$ cat src/rtl/mii_rx_pkg.sv
package mii_rx_pkg;

    typedef enum logic [1:0] {
        RX_IDLE  = 2'd0,
        RX_PREAM = 2'd1,
        RX_BODY  = 2'd2,
        RX_FLUSH = 2'd3
    } rx_phase_e;

endpackage

$ cat src/rtl/mii_rx_nib_class.sv
module mii_rx_nib_class #(
    parameter int          NIB_W    = 4,
    parameter logic [3:0]  PRE_CODE = 4'h5,
    parameter logic [3:0]  SFD_CODE = 4'hD
) (
    input  logic [NIB_W-1:0] nib,
    output logic             is_pre,
    output logic             is_sfd
);

    localparam logic [NIB_W-1:0] PRE_V = NIB_W'(PRE_CODE);
    localparam logic [NIB_W-1:0] SFD_V = NIB_W'(SFD_CODE);

    always_comb begin
        is_pre = (nib == PRE_V);
        is_sfd = (nib == SFD_V);
    end

endmodule

$ cat src/rtl/mii_rx_core.sv
module mii_rx_core
    import mii_rx_pkg::*;
#(
    parameter int NIB_W = 4
) (
    input  logic               clk,
    input  logic               rst_n,
    input  logic               dv,
    input  logic [NIB_W-1:0]   nib,
    input  logic               er,
    input  logic               is_pre,
    input  logic               is_sfd,
    output logic               o_valid,
    output logic [2*NIB_W-1:0] o_data,
    output logic               o_last,
    output logic               o_err,
    output logic               o_sof
);

    localparam int BYTE_W = 2 * NIB_W;

    typedef struct packed {
        rx_phase_e          phase;
        logic [NIB_W-1:0]   low_nib;
        logic               half;
        logic [BYTE_W-1:0]  held;
        logic               have;
        logic               bad;
        logic               valid;
        logic [BYTE_W-1:0]  data;
        logic               last;
        logic               err;
        logic               sof;
    } core_st_t;

    core_st_t st_d, st_q;

    always_comb begin
        st_d       = st_q;
        st_d.valid = 1'b0;
        st_d.last  = 1'b0;
        st_d.err   = 1'b0;
        st_d.sof   = 1'b0;
        unique case (st_q.phase)
            RX_IDLE: begin
                if (dv) begin
                    st_d.bad   = er;
                    st_d.phase = is_pre ? RX_PREAM : RX_FLUSH;
                end
            end
            RX_PREAM: begin
                if (!dv) begin
                    st_d.phase = RX_IDLE;
                end else begin
                    if (er) st_d.bad = 1'b1;
                    if (is_sfd) begin
                        st_d.phase = RX_BODY;
                        st_d.sof   = 1'b1;
                        st_d.half  = 1'b0;
                        st_d.have  = 1'b0;
                    end else if (!is_pre) begin
                        st_d.phase = RX_FLUSH;
                    end
                end
            end
            RX_BODY: begin
                if (dv) begin
                    if (er) st_d.bad = 1'b1;
                    if (!st_q.half) begin
                        st_d.low_nib = nib;
                        st_d.half    = 1'b1;
                    end else begin
                        st_d.half = 1'b0;
                        st_d.held = {nib, st_q.low_nib};
                        st_d.have = 1'b1;
                        if (st_q.have) begin
                            st_d.valid = 1'b1;
                            st_d.data  = st_q.held;
                        end
                    end
                end else begin
                    st_d.phase = RX_IDLE;
                    st_d.have  = 1'b0;
                    st_d.half  = 1'b0;
                    if (st_q.have) begin
                        st_d.valid = 1'b1;
                        st_d.data  = st_q.held;
                        st_d.last  = 1'b1;
                        st_d.err   = st_q.bad | st_q.half;
                    end
                end
            end
            default: begin
                if (!dv) st_d.phase = RX_IDLE;
            end
        endcase
    end

    always_ff @(posedge clk or negedge rst_n) begin
        if (!rst_n) begin
            st_q <= '{phase: RX_IDLE, default: '0};
        end else begin
            st_q <= st_d;
        end
    end

    assign o_valid = st_q.valid;
    assign o_data  = st_q.data;
    assign o_last  = st_q.last;
    assign o_err   = st_q.err;
    assign o_sof   = st_q.sof;

endmodule

$ cat src/rtl/mii_rx_framer.sv
module mii_rx_framer #(
    parameter int         NIB_W    = 4,
    parameter logic [3:0] PRE_CODE = 4'h5,
    parameter logic [3:0] SFD_CODE = 4'hD
) (
    input  logic               clk,
    input  logic               rst_n,
    input  logic               rx_dv,
    input  logic [NIB_W-1:0]   rx_nib,
    input  logic               rx_er,
    output logic               byte_valid,
    output logic [2*NIB_W-1:0] byte_data,
    output logic               byte_last,
    output logic               byte_err,
    output logic               sof_pulse
);

    logic nib_pre, nib_sfd;

    mii_rx_nib_class #(
        .NIB_W    (NIB_W),
        .PRE_CODE (PRE_CODE),
        .SFD_CODE (SFD_CODE)
    ) u_class (
        .nib    (rx_nib),
        .is_pre (nib_pre),
        .is_sfd (nib_sfd)
    );

    mii_rx_core #(
        .NIB_W (NIB_W)
    ) u_core (
        .clk     (clk),
        .rst_n   (rst_n),
        .dv      (rx_dv),
        .nib     (rx_nib),
        .er      (rx_er),
        .is_pre  (nib_pre),
        .is_sfd  (nib_sfd),
        .o_valid (byte_valid),
        .o_data  (byte_data),
        .o_last  (byte_last),
        .o_err   (byte_err),
        .o_sof   (sof_pulse)
    );

endmodule

$ cat config.mk
export PLATFORM = sky130hd
export DESIGN_NAME = mii_rx_framer
export DESIGN_NICKNAME = d
export VERILOG_FILES = /design/src/rtl/mii_rx_pkg.sv /design/src/rtl/mii_rx_nib_class.sv /design/src/rtl/mii_rx_core.sv /design/src/rtl/mii_rx_framer.sv
export SDC_FILE = /design/constraint.sdc
export NUM_CORES = 1
export LEC_CHECK = 0
export BUFFER_PORTS_ARGS = -buffer_cell sky130_fd_sc_hd__buf_2
export CORE_MARGIN = 5
export CORE_UTILIZATION = 56
export DETAILED_ROUTE_END_ITERATION = 7
export PLACE_DENSITY = 0.89
export SYNTH_ARGS = -nofsm -noshare
export SYNTH_HDL_FRONTEND = slang
export SYNTH_HIERARCHICAL = 1
export SYNTH_SLANG_ARGS = --single-unit
export TNS_END_PERCENT = 50
$ cat constraint.sdc
create_clock -name clk -period 1.85 [get_ports clk]
set_input_delay 0.0925 -clock clk [delete_from_list [all_inputs] [get_ports clk]]
set_output_delay 0.0925 -clock clk [all_outputs]
set_load 0.05 [all_outputs]
# After elaboration in Yosys (flattened, before gate mapping)
# Cells that the tools add are included.
[word_totals]
regBits = 29
latch_bits = 0
mem_bits_rw = 0
rom_bits = 0
in_bits = 8
out_inout_bits = 12
word_cells = 66
n_memories = 0
[op_classes]
addsub = 0
multipliers = 0
n_div = 0
order_cmp = 0
n_eq_ne = 13
shift = 0
mux = 29
bitwise_logic = 2
n_reduce_logical = 11
[ops]
columns = ["operator", "count"]
rows = [
  ["9-bit 2-to-1 mux", 3],
  ["11-bit 2-to-1 mux", 2],
  ["2-bit 2-to-1 mux", 8],
  ["1-bit 2-to-1 mux", 12],
  ["3-bit AND reduction", 4],
  ["4-bit AND reduction", 3],
  ["2-bit != test (second input constant)", 5],
  ["4-bit by 3-bit equality test with 1-bit output (second input constant)", 1],
  ["4-bit equality test (second input constant)", 1],
  ["4-bit != test (second input constant)", 1],
  ["1-bit one-hot mux with 2 select lines", 2],
  ["2-bit one-hot mux with 2 select lines", 1],
  ["2-bit nonzero test", 2],
  ["3-bit by 1-bit != test with 1-bit output (second input constant)", 1],
  ["3-bit by 2-bit != test with 1-bit output (second input constant)", 1],
  ["1-bit one-hot mux with 3 select lines", 1],
  ["3-bit nonzero test", 1],
  ["2-bit by 1-bit equality test with 1-bit output (second input constant)", 1],
  ["2-bit equality test (second input constant)", 1],
  ["2-bit zero test", 1],
  ["2-bit by 1-bit != test with 1-bit output (second input constant)", 1],
  ["1-bit NOT", 1],
  ["1-bit OR", 1],
]

# Longest topological paths before layout
# Gate-level depths: netlist (run 1).
[logic_depth]
ltp_word = 5
depth_mapped = 5
depth_no_buf = 5

# Hierarchy
# Netlist (run 1), hierarchy kept.
[modules_own_cells]
columns = ["module", "instances", "cells_per_inst", "area_each_um2", "seq_area_each_um2"]
rows = [
  ["mii_rx_core", 1, 111, 1416.4, 725.7],
  ["mii_rx_nib_class", 1, 2, 22.5, 0.0],
]

# Worst setup path after synthesis (run 1)
# Ideal clock, no wire load.
[synth_timing]
path_type = "register to register"
start = "register u_core/st_q[27] (netlist name)"
end = "register u_core/st_q[28] (netlist name)"
setup_ns = 0.130
t_arrival_ns = 1.279
t_required_ns = 1.720
slack_ns = 0.441
stages_incl_launch_ff = 6
cell_sequence = "dfrtp_1 -> inv_1 -> ha_1 -> or2_2 -> a21oi_1 -> o22ai_1"
[synth_between]
elab_chain_len = 3
elab_cells_between_ends = 7
cone_classes = "eq/ne (4); mux (1); reduce/logical (2)"
[synth_rtl]
columns = ["item", "line", "text"]
rows = [
  ["start: declaration", "mii_rx_core.sv:36", "core_st_t st_d, st_q;"],
  ["start signal: assignment", "mii_rx_core.sv:103", "st_q <= st_d;"],
  ["2-bit by 1-bit equality test with 1-bit output / 2-bit zero test (equally long branches)", "mii_rx_core.sv:44", "unique case (st_q.phase)"],
  ["4-bit != test (no line), or another cell as far along", "n/a", ""],
  ["3-bit AND reduction (no line)", "n/a", ""],
]
# Several ways; a longest one is shown, not always the timed one.
# A chain may end at the register's enable or synchronous reset.

# Final worst setup path (run 1)
[layout_timing]
start = "register u_core/st_q[28] (netlist name)"
end = "register u_core/st_q[28] (netlist name)"
# Same word-level chain as after synthesis.

==> run_results.csv, run 1 <==
group,metric,value,unit
routing,vias,919,
critical_path,regToRegStartpoint,"u_core/st_q[28]",
global_routing,overflow,0,
synth,synth_cell_types,36,
finish,area_growth,10.8,%
critical_path,worstPathArrival,1790,ps
clocking,tritoncts,"built",
routing,wl_per_cell,15.9,µm
critical_path,endpoint_kind,"flop",
routing,via_per_inst,5.71,
floorplanning,die_w,60.7,µm
job,drv_cap,0,
timing,setup_tns,0,ps
worst_hold_path,min_path_type,"input pin to flop",
clocking,cts-root-buf,"clkbuf_4",
clocking,clk_pin_slew,90,ps
finish,drive_above_1_share,39.7,%
finish,n_antenna_cell,0,
timing,fmax,0.630,GHz
routing,drc,0,
synth,yosysMostFrequentCell,"dfrtp_1",
worst_hold_path,hp-start,"rx_nib[0]",
synth,synth_nets,128,
place,port_buffers,19,
synth,yosys_register_bits,29,
place,place.gp.congestion,0.858,
timing,worst_pin_slew,629,ps
timing,slew_viol_final,0,
clocking,cts_sinks,29,
floorplanning,io_pins,20,
critical_path,r2r-end,"u_core/st_q[28]",
critical_path,r2r_slack,260,ps
synth,synth_largest_area_cell,"dfrtp_1",
synth,syn_avg_cell_area,12.7,µm²
floorplanning,core_region_area,2480,µm²
timing,slew_headroom,58.0,%
synth,synth-edff-count,0,
synth,synth_commonest_cells,"29 x dfrtp_1, 20 x mux2_2, 9 x buf_4, 7 x ha_1, 5 x nor2_1",
timing,hold_viol_final,0,
worst_hold_path,min_to,"u_core/st_q[18]",
floorplanning,die_h,60.7,µm
critical_path,crit_path_max_fanout,8,
global_routing,grt_pass1_vias,993,
routing,first_pass_iters,4,
synth,synthTopCellsByArea,"dfrtp_1 50%, mux2_2 16%, ha_1 6.1%",
place,hpwl,1810,µm
finish,nNetsFinal,145,
critical_path,cp.required,2050,ps
timing,setup_violations,0,
timing,fin_crit_sh,85.8,%
global_routing,grt_max_degree,30,
timing,rsz0062_at_grt,"false",
timing,fin_worst_skew,4.64,ps
floorplanning,rows,18,
critical_path,cp-start-kind,"flop",
routing,ant_nets,0,
clocking,post-cts-setup-buffers,0,
routing,wl,2550,µm
status,status,"complete, no violations",
synth,syn_inst,113,
routing,drt_iter0_markers,24,
clocking,cts_buffers,5,
clocking,h-tree-depth,2,
synth,synth_area,1440,µm²
power_and_ir_drop,ir_worst_vdd,0.00108,V
clocking,clk-insertion-delay-late,320,ps
global_routing,gr-usage-all-layers,16.9,%
floorplanning,start_util,58.1,%
critical_path,reg2regPathDepth,5,
synth,synth-seq-area-share,50.4,%
power_and_ir_drop,power_density,1670,nW/µm²
synth,async_reset_ff_share,100,%
power_and_ir_drop,power.leakage,0.797,nW
critical_path,path_class,"flop to flop",
synth,synth_ff_type,"dfrtp_1",
synth,yosys.area.top_type_share,50.4,%
worst_hold_path,hold_depth,2,
floorplanning,die-area,3680,µm²
timing,fin_hold_ws,43.7,ps
global_routing,antenna_found_initial,0,
global_routing,grt_pass1_wl,4430,µm
synth,ys_warn_count,6,
clocking,cts.path.max_buffers,2,
timing,fin_crit,1590,ps
[layer usage]
layer | vias up | global-route usage [%] | wire length, µm | share of wire (%)
li1 | 440 | - | - | -
met3 | 7 | 4.89 | 117 | 4.6
met1 | 449 | 18.8 | 1040 | 41
met2 | 23 | 28.5 | 1330 | 52
met5 | - | 0 | 0 | 0
met4 | 0 | 10.2 | 64 | 2.5
[report_power, final]
group / switching, mW / internal [mW]
Combinational: 0.648 / 0.443
Sequential: 0.162 / 0.881
Clock: 0.211 / 0.322
Total: 1.02 / 1.65
[through the flow]
stage | worst slack [ps] | util (%) | total power, mW | area (µm²) | cells
2_1_floorplan | 441 | - | 1.98 | 1440 | 113
3_3_place_gp | 360 | 60.5 | 2.07 | 1500 | 152
3_5_place_dp | 294 | 60.5 | 2.14 | 1500 | 152
4_1_cts | 283 | 64.3 | 2.68 | 1590 | 161
5_1_grt | 112 | 64.3 | 2.85 | 1590 | 161
6_report | 262 | 64.3 | 2.67 | 1590 | 161
[sequential cells by signal, indices dropped and copies added (netlist names)]
register        cells
u_core/o_valid      1
u_core/st_q        17
u_core/o_data       8
u_core/o_err        1
u_core/o_last       1
u_core/o_sof        1
[cell type report]
cell class / count / area (µm²)
clock inverters: 1 / 30.0
flip-flops and latches: 29 / 726
fillers: 191 / 883
inverters: 3 / 11.3
clock buffers: 7 / 55.1
well taps: 30 / 37.5
multi-input cells: 71 / 629
repair buffers: 20 / 105
[timing repair]
action / 4_1_cts / 5_1_grt
hold buffers: 1 / 0
gates resized for setup: 0 / 0
endpoints found under the hold margin: 29 / 0
endpoints found under the setup margin: 0 / 0
[cells in the final DEF, fill, tap and decap left out, types with 2 or more instances in the layout]
cell / n
nor3_1: 2
buf_2: 19
inv_1: 3
dfrtp_1: 29
a21oi_1: 2
ha_1: 7
clkbuf_4: 5
nand2b_1: 3
and3b_1: 2
nand3b_1: 3
nor2_1: 5
mux2_2: 20
nor2b_1: 4
[worst max-delay path by stage]
| stage | startpoint | endpoint | slack, ps | cells after the start |
|---|---|---|---|---|
| after CTS | u_core/st_q[27] | u_core/o_data[1] | 280 | 4 |
| after floorplan | u_core/st_q[27] | u_core/st_q[28] | 440 | 5 |
| after global placement | u_core/st_q[27] | u_core/st_q[24] | 360 | 4 |
| after global routing | u_core/st_q[28] | u_core/st_q[28] | 110 | 5 |
| after detailed placement | u_core/st_q[27] | u_core/o_data[1] | 290 | 4 |
| final | u_core/st_q[28] | u_core/st_q[28] | 260 | 5 |
[logic make-up (layout without fill, tap and decap cells)]
logic type | after synthesis | count (layout) | share of synthesized area, %
buffers and inverters | 13 | 31 | 5.83
adder cells (fa/ha/maj) | 7 | 7 | 6.09
AO/OA/AOI/OAI | 12 | 12 | 6.00
flip-flops | 29 | 29 | 50.4
AND/OR/NAND/NOR | 31 | 31 | 15.3
multiplexers | 21 | 21 | 16.3
[worst max-delay path, cell delays in order, from the launching register on]
cell,delay [ps]
dfrtp_1,470
inv_1,130
ha_1,300
or2_2,330
a21oi_1,150
o22ai_1,90
No activity file was read; power rests on OpenSTA's default activity.
==> inputs of run 2 (changes only) <==
--- a/config.mk
+++ b/config.mk
@@ -7,9 +7,10 @@
 export LEC_CHECK = 0
 export BUFFER_PORTS_ARGS = -buffer_cell sky130_fd_sc_hd__buf_2
 export CORE_MARGIN = 5
-export CORE_UTILIZATION = 56
+export CORE_UTILIZATION = 49
+export CTS_CLUSTER_SIZE = 24
 export DETAILED_ROUTE_END_ITERATION = 7
-export PLACE_DENSITY = 0.89
+export PLACE_DENSITY = 0.81
 export SYNTH_ARGS = -nofsm -noshare
 export SYNTH_HDL_FRONTEND = slang
 export SYNTH_HIERARCHICAL = 1
==> run 2 against run 1 <==
Net effect:
- register-to-register slack improved by 20 ps
- critical endpoint unchanged
- largest power group unchanged
- wire length fell by 7.4%
- critical path depth unchanged
- largest cell class unchanged
==> run_results.csv, run 2 (same netlist as run 1, synthesis figures left out) <==
group,metric,value,unit
status,status,"complete, no violations",
clocking,clk_pin_slew,90,ps
finish,final_cell_mix,"29 x dfrtp_1, 20 x mux2_2, 19 x buf_2, 7 x ha_1",
power_and_ir_drop,power.leakage,0.779,nW
place,placed_cells,153,
global_routing,grt_max_degree,30,
floorplanning,io_pins,20,
global_routing,grt_pass1_vias,927,
floorplanning,die_w,64.2,µm
critical_path,critPathSlowestCell,"dfrtp_1",
floorplanning,rows,19,
clocking,cts.path.max_buffers,2,
worst_hold_path,hold_depth,3,
finish,largest_reg_flops,17,
place,hpwl,1750,µm
global_routing,overflow,0,
critical_path,endpoint_kind,"flop",
global_routing,grt_pass1_wl,4220,µm
critical_path,crit_path_max_fanout,8,
worst_hold_path,min_path_type,"input pin to flop",
finish,layoutNonFillerInstCount,160,
critical_path,slowest_delay,470,ps
timing,fin_worst_skew,11.2,ps
critical_path,worstPathArrival,1760,ps
clocking,post-cts-setup-buffers,0,
finish,nNetsFinal,145,
clocking,h-tree-depth,2,
routing,wl_per_cell,14.8,µm
timing,fin_crit,1570,ps
timing,fin_hold_ws,24.0,ps
timing,fin_crit_sh,84.8,%
finish,area_growth,7.91,%
finish,layout_commonest_cell,"dfrtp_1",
clocking,cts_buffers,5,
timing,slew_viol_final,0,
routing,via_per_inst,5.55,
timing,setup_violations,0,
floorplanning,die_h,64.2,µm
routing,first_pass_iters,4,
floorplanning,die-area,4120,µm²
finish,n_antenna_cell,0,
global_routing,gr-usage-all-layers,13.2,%
floorplanning,core_region_area,2780,µm²
routing,ant_nets,0,
clocking,cts-root-buf,"clkbuf_4",
routing,drt_iter0_markers,15,
timing,fmax,0.637,GHz
timing,setup_tns,0,ps
critical_path,cp.required,2040,ps
clocking,tritoncts,"built",
critical_path,reg2regPathDepth,5,
finish,top_register,"u_core/st_q",
critical_path,cp_cell_sequence,"inv_1 -> ha_1 -> or2_2 -> a21oi_1 -> o22ai_1",
routing,drc,0,
timing,hold_viol_final,0,
power_and_ir_drop,ir_worst_vdd,0.000960,V
place,port_buffers,19,
global_routing,antenna_found_initial,0,
critical_path,path_class,"flop to flop",
timing,slew_headroom,59.6,%
routing,wl,2360,µm
finish,drive_above_1_share,39.5,%
power_and_ir_drop,power_density,1570,nW/µm²
critical_path,cp-start-kind,"flop",
clocking,clk-insertion-delay-late,320,ps
job,drv_cap,0,
clocking,cts_sinks,29,
timing,worst_pin_slew,606,ps
floorplanning,start_util,51.7,%
place,place.gp.congestion,0.884,
power_and_ir_drop,power,2.44,mW
timing,rsz0062_at_grt,"false",
routing,vias,888,
-- run 2: cell types whose count changed in the layout (fill, tap and decap cells not counted) --
cell	change
bufinv_16	-1
clkbuf_1	-1
clkbuf_8	-1
clkinv_2	+1
-- run 2: stage by stage --
step / utilization, % / instance area, µm² / setup slack, ps
floorplan: - / 1440 / 441
detailed placement: 53.9 / 1500 / 286
global placement: 53.9 / 1500 / 359
finish: 55.8 / 1550 / 281
global route: 55.8 / 1550 / 108
CTS: 55.8 / 1550 / 267
-- run 2: layout make-up --
type                    instances  area [µm²]
multi-input cells              71         629
fillers                       249        1230
clock inverters                 1        5.00
clock buffers                   5        37.5
well taps                      31        38.8
repair buffers                 20         105
inverters                       3        11.3
flip-flops and latches         29         726
-- run 2: report_power, final --
group	switching [mW]	internal [mW]	total, mW
Sequential	0.159	0.881	1.04
Clock	0.193	0.131	0.324
Combinational	0.632	0.441	1.07
-- run 2: routing by layer --
metal  track usage [%]  routed length (µm)  up-vias
met5                 0                   0        -
met4              7.12                  63        0
met3              5.08                 107        7
met2              21.2                1220       15
met1              15.2                 974      431
li1                  -                   -      435
-- run 2: worst paths after layout --
path | start | end | slack, ps
max | u_core/st_q[28] | u_core/st_q[28] | 280
min | rx_er | u_core/st_q[12] | 20
min reg2reg | u_core/o_data[2] | u_core/o_data[2] | 500
max in group asynchronous | rst_n | u_core/st_q[16] | 1130
min in group asynchronous | rst_n | u_core/st_q[27] | 310
max reg2reg | u_core/st_q[28] | u_core/st_q[28] | 280
-- run 2: repair_timing --
item	CTS	global route
hold buffers	1	0
resized for setup	0	0
endpoints found under the hold margin	29	0
endpoints found under the setup margin	0	0
-- run 2: critical path, delay by kind of cell (launching register included) --
kind | cells | cell delay (ps)
flops | 1 | 470
simple gates | 1 | 320
fa+ha+maj | 1 | 290
compound gates | 2 | 230
buf+inv | 1 | 130
